--- src/rtl/host_req_pkg.sv ---
`timescale 1ns/1ps
package host_req_pkg;
  typedef enum logic [1:0] {
    REQ_OFF  = 2'b00,
    REQ_RX   = 2'b01,
    REQ_TX   = 2'b10,
    REQ_BOTH = 2'b11
  } req_mode_e;
endpackage

--- src/rtl/host_req_cfg.sv ---
`timescale 1ns/1ps
module host_req_cfg
  import host_req_pkg::*;
(
  input  logic      clk_i,
  input  logic      rst_ni,
  input  logic      soft_rst_i,
  input  logic      we_i,
  input  logic      busy_i,
  input  logic [1:0] req_en_i,
  input  logic      master_i,
  output req_mode_e mode_o,
  output logic      master_o
);
  always_ff @(posedge clk_i or negedge rst_ni) begin
    if (!rst_ni) begin
      mode_o   <= REQ_OFF;
      master_o <= 1'b0;
    end else if (soft_rst_i) begin
      mode_o   <= REQ_OFF;
      master_o <= 1'b0;
    end else if (we_i) begin
      master_o <= master_i;
      // field change only legal while idle
      if (!busy_i) mode_o <= req_mode_e'(req_en_i);
    end
  end
endmodule

--- src/rtl/host_req_sync.sv ---
`timescale 1ns/1ps
module host_req_sync #(
  parameter int unsigned STAGES = 2,
  parameter logic        INIT   = 1'b1
) (
  input  logic clk_i,
  input  logic rst_ni,
  input  logic soft_rst_i,
  input  logic d_i,
  output logic q_o
);
  localparam int unsigned LAST = STAGES - 1;
  logic [STAGES-1:0] chain_q;

  for (genvar g = 0; g < STAGES; g++) begin : g_stage
    logic nxt;
    if (g == 0) begin : g_first
      assign nxt = d_i;
    end else begin : g_rest
      assign nxt = chain_q[g-1];
    end
    always_ff @(posedge clk_i or negedge rst_ni) begin
      if (!rst_ni)         chain_q[g] <= INIT;
      else if (soft_rst_i) chain_q[g] <= INIT;
      else                 chain_q[g] <= nxt;
    end
  end

  assign q_o = chain_q[LAST];
endmodule

--- src/rtl/host_req_decode.sv ---
`timescale 1ns/1ps
module host_req_decode
  import host_req_pkg::*;
(
  input  req_mode_e mode_i,
  input  logic      master_i,
  input  logic      i2c_i,
  input  logic      tx_ready_i,
  input  logic      rx_ready_i,
  output logic      req_n_o,
  output logic      req_oe_o
);
  logic active;

  always_comb begin
    unique case (mode_i)
      REQ_RX:   active = rx_ready_i;
      REQ_TX:   active = tx_ready_i;
      REQ_BOTH: active = i2c_i ? (tx_ready_i | rx_ready_i)
                               : (tx_ready_i & rx_ready_i);
      default:  active = 1'b0;
    endcase
  end

  assign req_oe_o = (mode_i != REQ_OFF) && !master_i;
  assign req_n_o  = req_oe_o ? !active : 1'b1;
endmodule

--- src/rtl/host_req_master.sv ---
`timescale 1ns/1ps
module host_req_master
  import host_req_pkg::*;
(
  input  logic      clk_i,
  input  logic      rst_ni,
  input  logic      soft_rst_i,
  input  req_mode_e mode_i,
  input  logic      master_i,
  input  logic      i2c_i,
  input  logic      req_sync_n_i,
  input  logic      sck_idle_i,
  input  logic      ss_n_i,
  input  logic      berr_clr_i,
  output logic      sck_run_o,
  output logic      bus_err_o
);
  logic run_target;
  logic err_hit;

  assign run_target = (master_i && mode_i != REQ_OFF) ? !req_sync_n_i : 1'b1;
  assign err_hit    = master_i && !i2c_i && !ss_n_i;

  // suspend/resume only at a bit boundary
  always_ff @(posedge clk_i or negedge rst_ni) begin
    if (!rst_ni)         sck_run_o <= 1'b1;
    else if (soft_rst_i) sck_run_o <= 1'b1;
    else if (sck_idle_i) sck_run_o <= run_target;
  end

  always_ff @(posedge clk_i or negedge rst_ni) begin
    if (!rst_ni)         bus_err_o <= 1'b0;
    else if (soft_rst_i) bus_err_o <= 1'b0;
    else if (err_hit)    bus_err_o <= 1'b1;
    else if (berr_clr_i) bus_err_o <= 1'b0;
  end
endmodule

--- src/rtl/host_req_ctrl.sv ---
`timescale 1ns/1ps
module host_req_ctrl
  import host_req_pkg::*;
#(
  parameter int unsigned SYNC_STAGES = 2
) (
  input  logic       clk_i,
  input  logic       rst_ni,
  input  logic       soft_rst_i,
  input  logic       cfg_we_i,
  input  logic [1:0] cfg_req_en_i,
  input  logic       cfg_master_i,
  input  logic       proto_i2c_i,
  input  logic       busy_i,
  input  logic       tx_ready_i,
  input  logic       rx_ready_i,
  input  logic       sck_idle_i,
  input  logic       req_n_i,
  input  logic       ss_n_i,
  input  logic       berr_clr_i,
  output logic       req_n_o,
  output logic       req_oe_o,
  output logic       sck_run_o,
  output logic       bus_err_o,
  output logic [1:0] cfg_req_en_o,
  output logic       cfg_master_o
);
  req_mode_e mode;
  logic      master;
  logic      req_sync_n;

  host_req_cfg u_cfg (
    .clk_i      (clk_i),
    .rst_ni     (rst_ni),
    .soft_rst_i (soft_rst_i),
    .we_i       (cfg_we_i),
    .busy_i     (busy_i),
    .req_en_i   (cfg_req_en_i),
    .master_i   (cfg_master_i),
    .mode_o     (mode),
    .master_o   (master)
  );

  host_req_sync #(.STAGES(SYNC_STAGES), .INIT(1'b1)) u_sync (
    .clk_i      (clk_i),
    .rst_ni     (rst_ni),
    .soft_rst_i (soft_rst_i),
    .d_i        (req_n_i),
    .q_o        (req_sync_n)
  );

  host_req_decode u_dec (
    .mode_i     (mode),
    .master_i   (master),
    .i2c_i      (proto_i2c_i),
    .tx_ready_i (tx_ready_i),
    .rx_ready_i (rx_ready_i),
    .req_n_o    (req_n_o),
    .req_oe_o   (req_oe_o)
  );

  host_req_master u_mst (
    .clk_i        (clk_i),
    .rst_ni       (rst_ni),
    .soft_rst_i   (soft_rst_i),
    .mode_i       (mode),
    .master_i     (master),
    .i2c_i        (proto_i2c_i),
    .req_sync_n_i (req_sync_n),
    .sck_idle_i   (sck_idle_i),
    .ss_n_i       (ss_n_i),
    .berr_clr_i   (berr_clr_i),
    .sck_run_o    (sck_run_o),
    .bus_err_o    (bus_err_o)
  );

  assign cfg_req_en_o = mode;
  assign cfg_master_o = master;
endmodule

--- config.mk ---
export PLATFORM = sky130hd
export DESIGN_NAME = host_req_ctrl
export DESIGN_NICKNAME = d
export VERILOG_FILES = /design/src/rtl/host_req_pkg.sv /design/src/rtl/host_req_cfg.sv /design/src/rtl/host_req_sync.sv /design/src/rtl/host_req_decode.sv /design/src/rtl/host_req_master.sv /design/src/rtl/host_req_ctrl.sv
export SDC_FILE = /design/constraint.sdc
export NUM_CORES = 1
export LEC_CHECK = 0
export ABC_AREA = 0
export ABC_CLOCK_PERIOD_IN_PS = 1700
export BUFFER_PORTS_ARGS = -buffer_cell sky130_fd_sc_hd__buf_4
export CAP_MARGIN = 15
export CORE_AREA = 2 2 39 41
export CTS_CLUSTER_SIZE = 14
export DETAILED_ROUTE_END_ITERATION = 8
export DIE_AREA = 0 0 41 43
export GPL_TIMING_DRIVEN = 0
export MAX_ROUTING_LAYER = met4
export PLACE_DENSITY_LB_ADDON = 0.25
export SLEW_MARGIN = 20
export SYNTH_ARGS = -nofsm -noshare
export SYNTH_HDL_FRONTEND = slang
export SYNTH_SLANG_ARGS = --single-unit
--- constraint.sdc ---
create_clock -name clk_i -period 1.7 [get_ports clk_i]
set_input_delay 0.255 -clock clk_i [delete_from_list [all_inputs] [get_ports clk_i]]
set_output_delay 0.255 -clock clk_i [all_outputs]
set_load 0.01 [all_outputs]
======== Word-level counts from Yosys, hierarchy flattened ========
Cells that the tools add are included.
storage, ports and cells
  input port bits ......................... 15
  bits in registers ....................... 7
  output and inout bits ................... 7
operators by class
  multiplexer cells ....................... 16
  bitwise logic cells ..................... 2
  eq/ne operators ......................... 4
  reductions and logical operators ........ 14
operators by type and width
  operator            number
  $mux 1              12
  $mux 2              3
  $reduce_bool 2->1   3
  $logic_not 1->1     5
  $eq 2x2->1 const B  2
  $logic_and 1x1->1   4
  $pmux 1 s3          1
  $reduce_bool 3->1   1
  $eq 2x1->1 const B  1
  $ne 2x2->1 const B  1
  $reduce_and 2->1    1
  $and 1x1->1         1
  $or 1x1->1          1

======== Logic depth before layout (Yosys ltp) ========
Gate-level depths: netlist of run 1.
  depth after elaboration ................. 5
  mapped depth ............................ 3
  mapped depth without buffers ............ 3

======== Cells and area by module ========
A second synthesis of run 1 with hierarchy kept.
unflattened totals
  cell total of the unflattened synthesis .. 32
  area total of the unflattened synthesis .. 354.1 sq um
modules (own cells, without submodules)
  module           area an instance (sq um)  seq. area each (sq um)  cells an instance  instances
  host_req_cfg     140.1                     75.1                    12                 1
  host_req_master  93.8                      51.3                    8                  1
  host_req_sync    65.1                      52.6                    4                  1
  host_req_decode  55.1                      0.0                     8                  1

======== Worst setup path after synthesis of run 1 ========
OpenSTA, ideal clock, no wires.
  path type ............................... reg2out
  start ................................... register u_cfg.mode_o[0]
  end ..................................... output req_n_o
  slack ................................... 0.529 ns
  data arrival time ....................... 0.916 ns
  required time ........................... 1.445 ns
  stages on the path, launching flop included .. 4
  buffers on the path ..................... 0
  cells stage by stage .................... dfrtp_1 -> inv_2 -> o311ai_2 -> a21o_1
on the way
  word-level cells in the longest chain between the ends .. 4
  elaborated cells between the ends (all ways) .. 8
ends and longest elaborated chain
  what                                      line                   source
  start, declared                           host_req_cfg.sv:12     output req_mode_e mode_o,
  start signal, assigned                    host_req_cfg.sv:25     if (!busy_i) mode_o <= req_mode_e'(req_en_i);
  $eq 2x2->1 or $eq 2x1->1 (tied branches)  host_req_decode.sv:16  unique case (mode_i)
  $pmux 1 s3                                host_req_decode.sv:16
  $logic_not 1->1                           host_req_decode.sv:26  assign req_n_o = req_oe_o ? !active : 1'b1;
  $mux 1 *                                  host_req_decode.sv:26
  end, declared                             host_req_ctrl.sv:21    output logic req_n_o,
Mark *: on every way between the ends. The rest lies on a longest branch, timed or not.

======== Worst setup path in the final report of run 1 ========
Same ends and word-level chain as after synthesis.

==> results.json, run 1 <==
{
  "rrSetupSlack_ns": 0.82,
  "clock-sinks": 7,
  "hold_class": "input pin to register",
  "setup_tns_ns": 0,
  "rr_worst_depth": 3,
  "fmax_ghz": 0.6637,
  "holdPathStages": 2,
  "end_kind": "output port",
  "ys_types": 17,
  "drive_gt1_share_pct": 55.36,
  "hold_viol": 0,
  "ctsResizeCount": 0,
  "arrival_ns": 1.25,
  "vias": 313,
  "area_growth_pct": 66.02,
  "outcome": "finished, final reports clean",
  "critPathRequiredTime_ns": 1.44,
  "rsz0062_at_grt": "false",
  "grt-ovfl-total": 0,
  "worst-path-buf-inv": 2,
  "tightest_slew_ns": 0.2160,
  "yosys.area_share.xor_xnor_pct": 0,
  "htreeDepth": 1,
  "clock_skew_ns": 0.0005448,
  "numCtsBuffers": 3,
  "crit_family": "flip-flops",
  "r2r_start": "u_cfg.mode_o[1]",
  "synth_fp_nets": 45,
  "maxCapViolCount": 0,
  "yosysSeqAreaShare_pct": 55.21,
  "ant_nets": 0,
  "synth_compound_area_share_pct": 18.53,
  "start_kind": "register",
  "antenna_found_initial": 0,
  "nets": 72,
  "pre_cts_slack_ns": 0.4509,
  "setup_viol": 0,
  "die_w_um": 41,
  "cts_buffer_depth": 2,
  "final_cell_mix": "21 x buf_4, 4 x nor2_1, 4 x dfrtp_1",
  "synthAdderAreaFrac_pct": 0,
  "slew_violations": 0,
  "placed_area_um2": 501.7,
  "wirelength_um": 718,
  "die_h_um": 43,
  "reg2reg_to": "u_mst.sck_run_o",
  "fin_crit_ns": 1.507,
  "postCtsSetupBuffers": 0,
  "path_cells": "inv_2, o311ai_2, a21o_1, buf_4",
  "syn_inst": 30,
  "dieArea_mm2": 0.001763,
  "slowest_stage": "dfrtp_1",
  "first_pass_iters": 2,
  "grt_max_degree": 8,
  "yosys_warnings": 0,
  "path_class": "register to output port",
  "slew_headroom_pct": 85.58,
  "clockRootBuffer": "clkbuf_4",
  "avgRoutedWirePerCell_um": 9.972,
  "hp-start": "req_n_i",
  "via_per_inst": 4.347,
  "max_stage_delay_ns": 0.43,
  "power_density_mw_per_mm2": 727.6,
  "p_leak_uw": 0.0002539,
  "grt_use_total_pct": 10.82,
  "routabilityCongestion": 0.6700,
  "cts_tree": "built",
  "grt_pass1_vias": 324,
  "io_pins": 22,
  "final_common_cell": "buf_4",
  "cts.clk_slew.worst_paths_ns": 0.05,
  "drc": 0,
  "synthSimpleGateAreaFrac_pct": 17.76,
  "drt_iter0_drc": 1,
  "clock_latency_ns": 0.24,
  "synth_top_family_by_area": "compound AO/OA/AOI/OAI gates",
  "cp_max_fo": 5,
  "min_to": "u_sync.g_stage[1].nxt",
  "post-route-worst-setup-slack_ns": 0.1933,
  "coreArea_mm2": 0.001384,
  "synth_area_um2": 324.1,
  "design_area_um2": 538.0,
  "vdd_drop_max_mv": 0.3198,
  "synth_seq_cells": 7,
  "finalCritPeriodShare_pct": 88.63,
  "avgSynthCellArea_um2": 10.80,
  "num_rows": 14,
  "antenna_cells": 0,
  "synth_mux_area_share_pct": 6.178,
  "grt_pass1_wl_um": 1207,
  "portBuffers": 21,
  "start_util_pct": 23.42
}
routing by layer:
layer,global-route usage (%),up-vias,part of all wire (%)
met1,12.67,142,42
met4,8.000,0,1.4
met3,3.141,2,11
met2,15.00,14,45
met5,-,-,0
li1,-,155,-
report_power, final:
part | internal (uW) | total [uW] | switching, uW
logic | 39.9 | 64.8 | 24.9
clock network | 89.2 | 145 | 56.2
registers | 175 | 181 | 6.16
flip-flops by register name (all words and copies together), names as in the netlist:
name                cells
u_cfg.master_o          1
u_mst.bus_err_o         1
u_sync.g_stage.nxt      1
u_cfg.mode_o            2
u_mst.sck_run_o         1
u_sync.q_o              1
layout make-up:
type	instances	area, um^2
flip-flops and latches	7	178.9
well taps	16	20.02
inverters	2	7.507
multi-input cells	21	137.6
clock buffers	4	26.28
fillers	156	845.8
repair buffers	22	167.7
worst max-delay path by stage:
stage               startpoint      end  depth (start not counted)
6_report       u_cfg.mode_o[0]  req_n_o                          4
3_5_place_dp   u_cfg.mode_o[0]  req_n_o                          4
2_1_floorplan  u_cfg.mode_o[0]  req_n_o                          3
5_1_grt        u_cfg.mode_o[0]  req_n_o                          4
4_1_cts        u_cfg.mode_o[0]  req_n_o                          4
3_3_place_gp   u_cfg.mode_o[0]  req_n_o                          4
timing repair:
item / in CTS / in global routing
endpoints found under the setup margin: 0 / 0
endpoints found under the hold margin: 7 / 0
hold buffers: 1 / 0
worst register-to-register path, cell delays in order (launching register included):
cell and delay, ns:
dfrtp_1 0.43, o2111ai_1 0.21, o21ai_0 0.11, nand2b_1 0.08
logic make-up after synthesis:
kind of cell	after synthesis
and+or+nand+nor	11
AOI/OAI and AO/OA	8
DFF	7
muxes	2
buffers and inverters	2
through the flow:
step                utilization (%)  std cells  total power, uW  hold WS, ns
floorplan                         -         30            201.4     -0.04059
global placement              36.26         67            247.2      0.07138
detailed placement            36.26         67            248.1      0.07109
CTS                           38.88         72            400.3       0.1897
global route                  38.88         72            416.9       0.1916
finish                        38.88         72            391.4       0.1994
Yosys cell counts:
cell type / number / area (um^2)
or2_2: 2 / 12.51
dfstp_2: 3 / 78.83
o311ai_2: 1 / 16.27
o211ai_1: 1 / 7.510
nand3b_1: 1 / 7.510
nand2_1: 1 / 3.750
mux2i_1: 2 / 20.02
a21oi_1: 3 / 15.01
nor2_1: 4 / 15.01
inv_1: 1 / 3.750
o21ai_0: 1 / 5.000
nor2b_1: 1 / 6.260
a21o_1: 1 / 7.510
o2111ai_1: 1 / 8.760
inv_2: 1 / 3.750
nand2b_1: 2 / 12.51
dfrtp_1: 4 / 100.1
Power figures use the tool's default switching activity.
==> inputs of run 2 (changes only) <==
--- a/config.mk
+++ b/config.mk
@@ -10,6 +10,7 @@
 export BUFFER_PORTS_ARGS = -buffer_cell sky130_fd_sc_hd__buf_4
 export CAP_MARGIN = 15
 export CORE_AREA = 2 2 39 41
+export CTS_BUF_LIST = sky130_fd_sc_hd__clkbuf_8 sky130_fd_sc_hd__clkbuf_16
 export CTS_CLUSTER_SIZE = 14
 export DETAILED_ROUTE_END_ITERATION = 8
 export DIE_AREA = 0 0 41 43
==> results.json, run 2 (synthesized netlist as in run 1, its figures left out) <==
{
  "fin_crit_ns": 1.482,
  "die_h_um": 43,
  "start_util_pct": 23.42,
  "numCtsBuffers": 3,
  "drt_iter0_drc": 1,
  "num_rows": 14,
  "antenna_found_initial": 0,
  "slew_violations": 0,
  "rsz0062_at_grt": "false",
  "clock_skew_ns": 0.0005117,
  "nets": 72,
  "io_pins": 22,
  "setup_viol": 0,
  "cts.clk_slew.worst_paths_ns": 0.04,
  "via_per_inst": 4.333,
  "place_inst": 67,
  "area_growth_pct": 71.81,
  "slew_headroom_pct": 85.58,
  "dieArea_mm2": 0.001763,
  "p_leak_uw": 0.0002658,
  "worst-path-buf-inv": 2,
  "fmax_ghz": 0.6748,
  "grt_pass1_wl_um": 1235,
  "path_class": "register to output port",
  "tightest_slew_ns": 0.2160,
  "grt-ovfl-total": 0,
  "maxCapViolCount": 0,
  "n_fill_cell": 154,
  "fin_cells": 72,
  "ant_nets": 0,
  "wirelength_um": 725,
  "end_kind": "output port",
  "hold_viol": 0,
  "slowest_stage": "dfrtp_1",
  "vias": 312,
  "critPathRequiredTime_ns": 1.44,
  "clockRootBuffer": "clkbuf_8",
  "clock_latency_ns": 0.22,
  "path_cells": "inv_2, o311ai_2, a21o_1, buf_4",
  "avgRoutedWirePerCell_um": 10.07,
  "setup_tns_ns": 0,
  "finalCritPeriodShare_pct": 87.18,
  "first_pass_iters": 2,
  "coreArea_mm2": 0.001384,
  "clock-sinks": 7,
  "antenna_cells": 0,
  "start_kind": "register",
  "drive_gt1_share_pct": 55.36,
  "largest_register_ff_count": 2,
  "max_stage_delay_ns": 0.42,
  "portBuffers": 21,
  "grt_pass1_vias": 328,
  "cts_buffer_depth": 2,
  "die_w_um": 41,
  "grt_use_total_pct": 11.24,
  "cp_max_fo": 5,
  "cts_tree": "built",
  "final_cell_mix": "21 x buf_4, 4 x nor2_1, 4 x dfrtp_1",
  "power_density_mw_per_mm2": 843.0,
  "hold_class": "input pin to register",
  "grt_max_degree": 8,
  "final_common_cell": "buf_4",
  "arrival_ns": 1.23,
  "drc": 0,
  "placed_area_um2": 501.7,
  "vdd_drop_max_mv": 0.3630,
  "design_area_um2": 556.8,
  "outcome": "finished, final reports clean",
  "crit_family": "flip-flops",
  "routabilityCongestion": 0.6700,
  "htreeDepth": 1,
  "largest_register": "u_cfg.mode_o"
}
-- run 2: area by class of cell --
class | instances | area, um^2 | area share (%)
Clock buffer | 3 | 41.29 | 7.416
Clock inverter | 1 | 3.754 | 0.6742
Inverter | 2 | 7.507 | 1.348
Multi-Input combinational cell | 21 | 137.6 | 24.72
Sequential cell | 7 | 178.9 | 32.13
Tap cell | 16 | 20.02 | 3.596
Timing Repair Buffer | 22 | 167.7 | 30.11
-- run 2: path summary, 6_finish.rpt --
check                                 from                     to  slack (ns)  depth (start not counted)
setup / recovery           u_cfg.mode_o[0]                req_n_o        0.22                          4
hold / removal                     req_n_i  u_sync.g_stage[1].nxt        0.22                          2
max in group asynchronous           rst_ni  u_sync.g_stage[1].nxt        1.12                          2
min in group asynchronous           rst_ni        u_cfg.mode_o[0]        0.37                          2
hold reg to reg            u_mst.sck_run_o        u_mst.sck_run_o        0.58                          2
setup reg to reg           u_cfg.mode_o[1]        u_mst.sck_run_o        0.83                          3
-- run 2: routing by layer --
layer  global-route usage, %  part of all wire [%]  up-vias
met1                   13.00                    44      140
met4                   10.00                   1.4        0
li1                        -                     -      156
met5                       -                     0        -
met3                   3.141                    10        2
met2                   15.00                    44       14
-- run 2: timing repair --
item	in CTS	in global routing
hold buffers	1	0
setup buffers	0	0
endpoints found under the hold margin	4	0
gates resized for setup	0	0
-- run 2: where the power goes --
part	switching, uW	internal (uW)	leakage [uW]	total [uW]
Sequential	6.17	176	0.0000859	182
Clock	67.2	156	0.0000269	223
Combinational	24.8	39.9	0.000153	64.7
Total	98.2	371	0.000266	469
-- run 2: metrics by stage --
stage                     setup slack (ns)  util, %  hold WS (ns)  power [uW]
after floorplan                     0.5287        -      -0.04059       201.4
after global placement              0.4629    36.26       0.07138       247.2
after detailed placement            0.4509    36.26       0.07109       248.1
after CTS                           0.2070    40.24        0.2156       478.9
after global routing                0.1418    40.24        0.2200       495.7
final                               0.2180    40.24        0.2213       469.4
-- run 2: worst reg2reg max path: cells and delay by family, from the launching register on --
| family | cells | cell delay (ns) |
|---|---|---|
| flops | 1 | 0.42 |
| compound gates | 2 | 0.32 |
| simple gates | 1 | 0.08 |
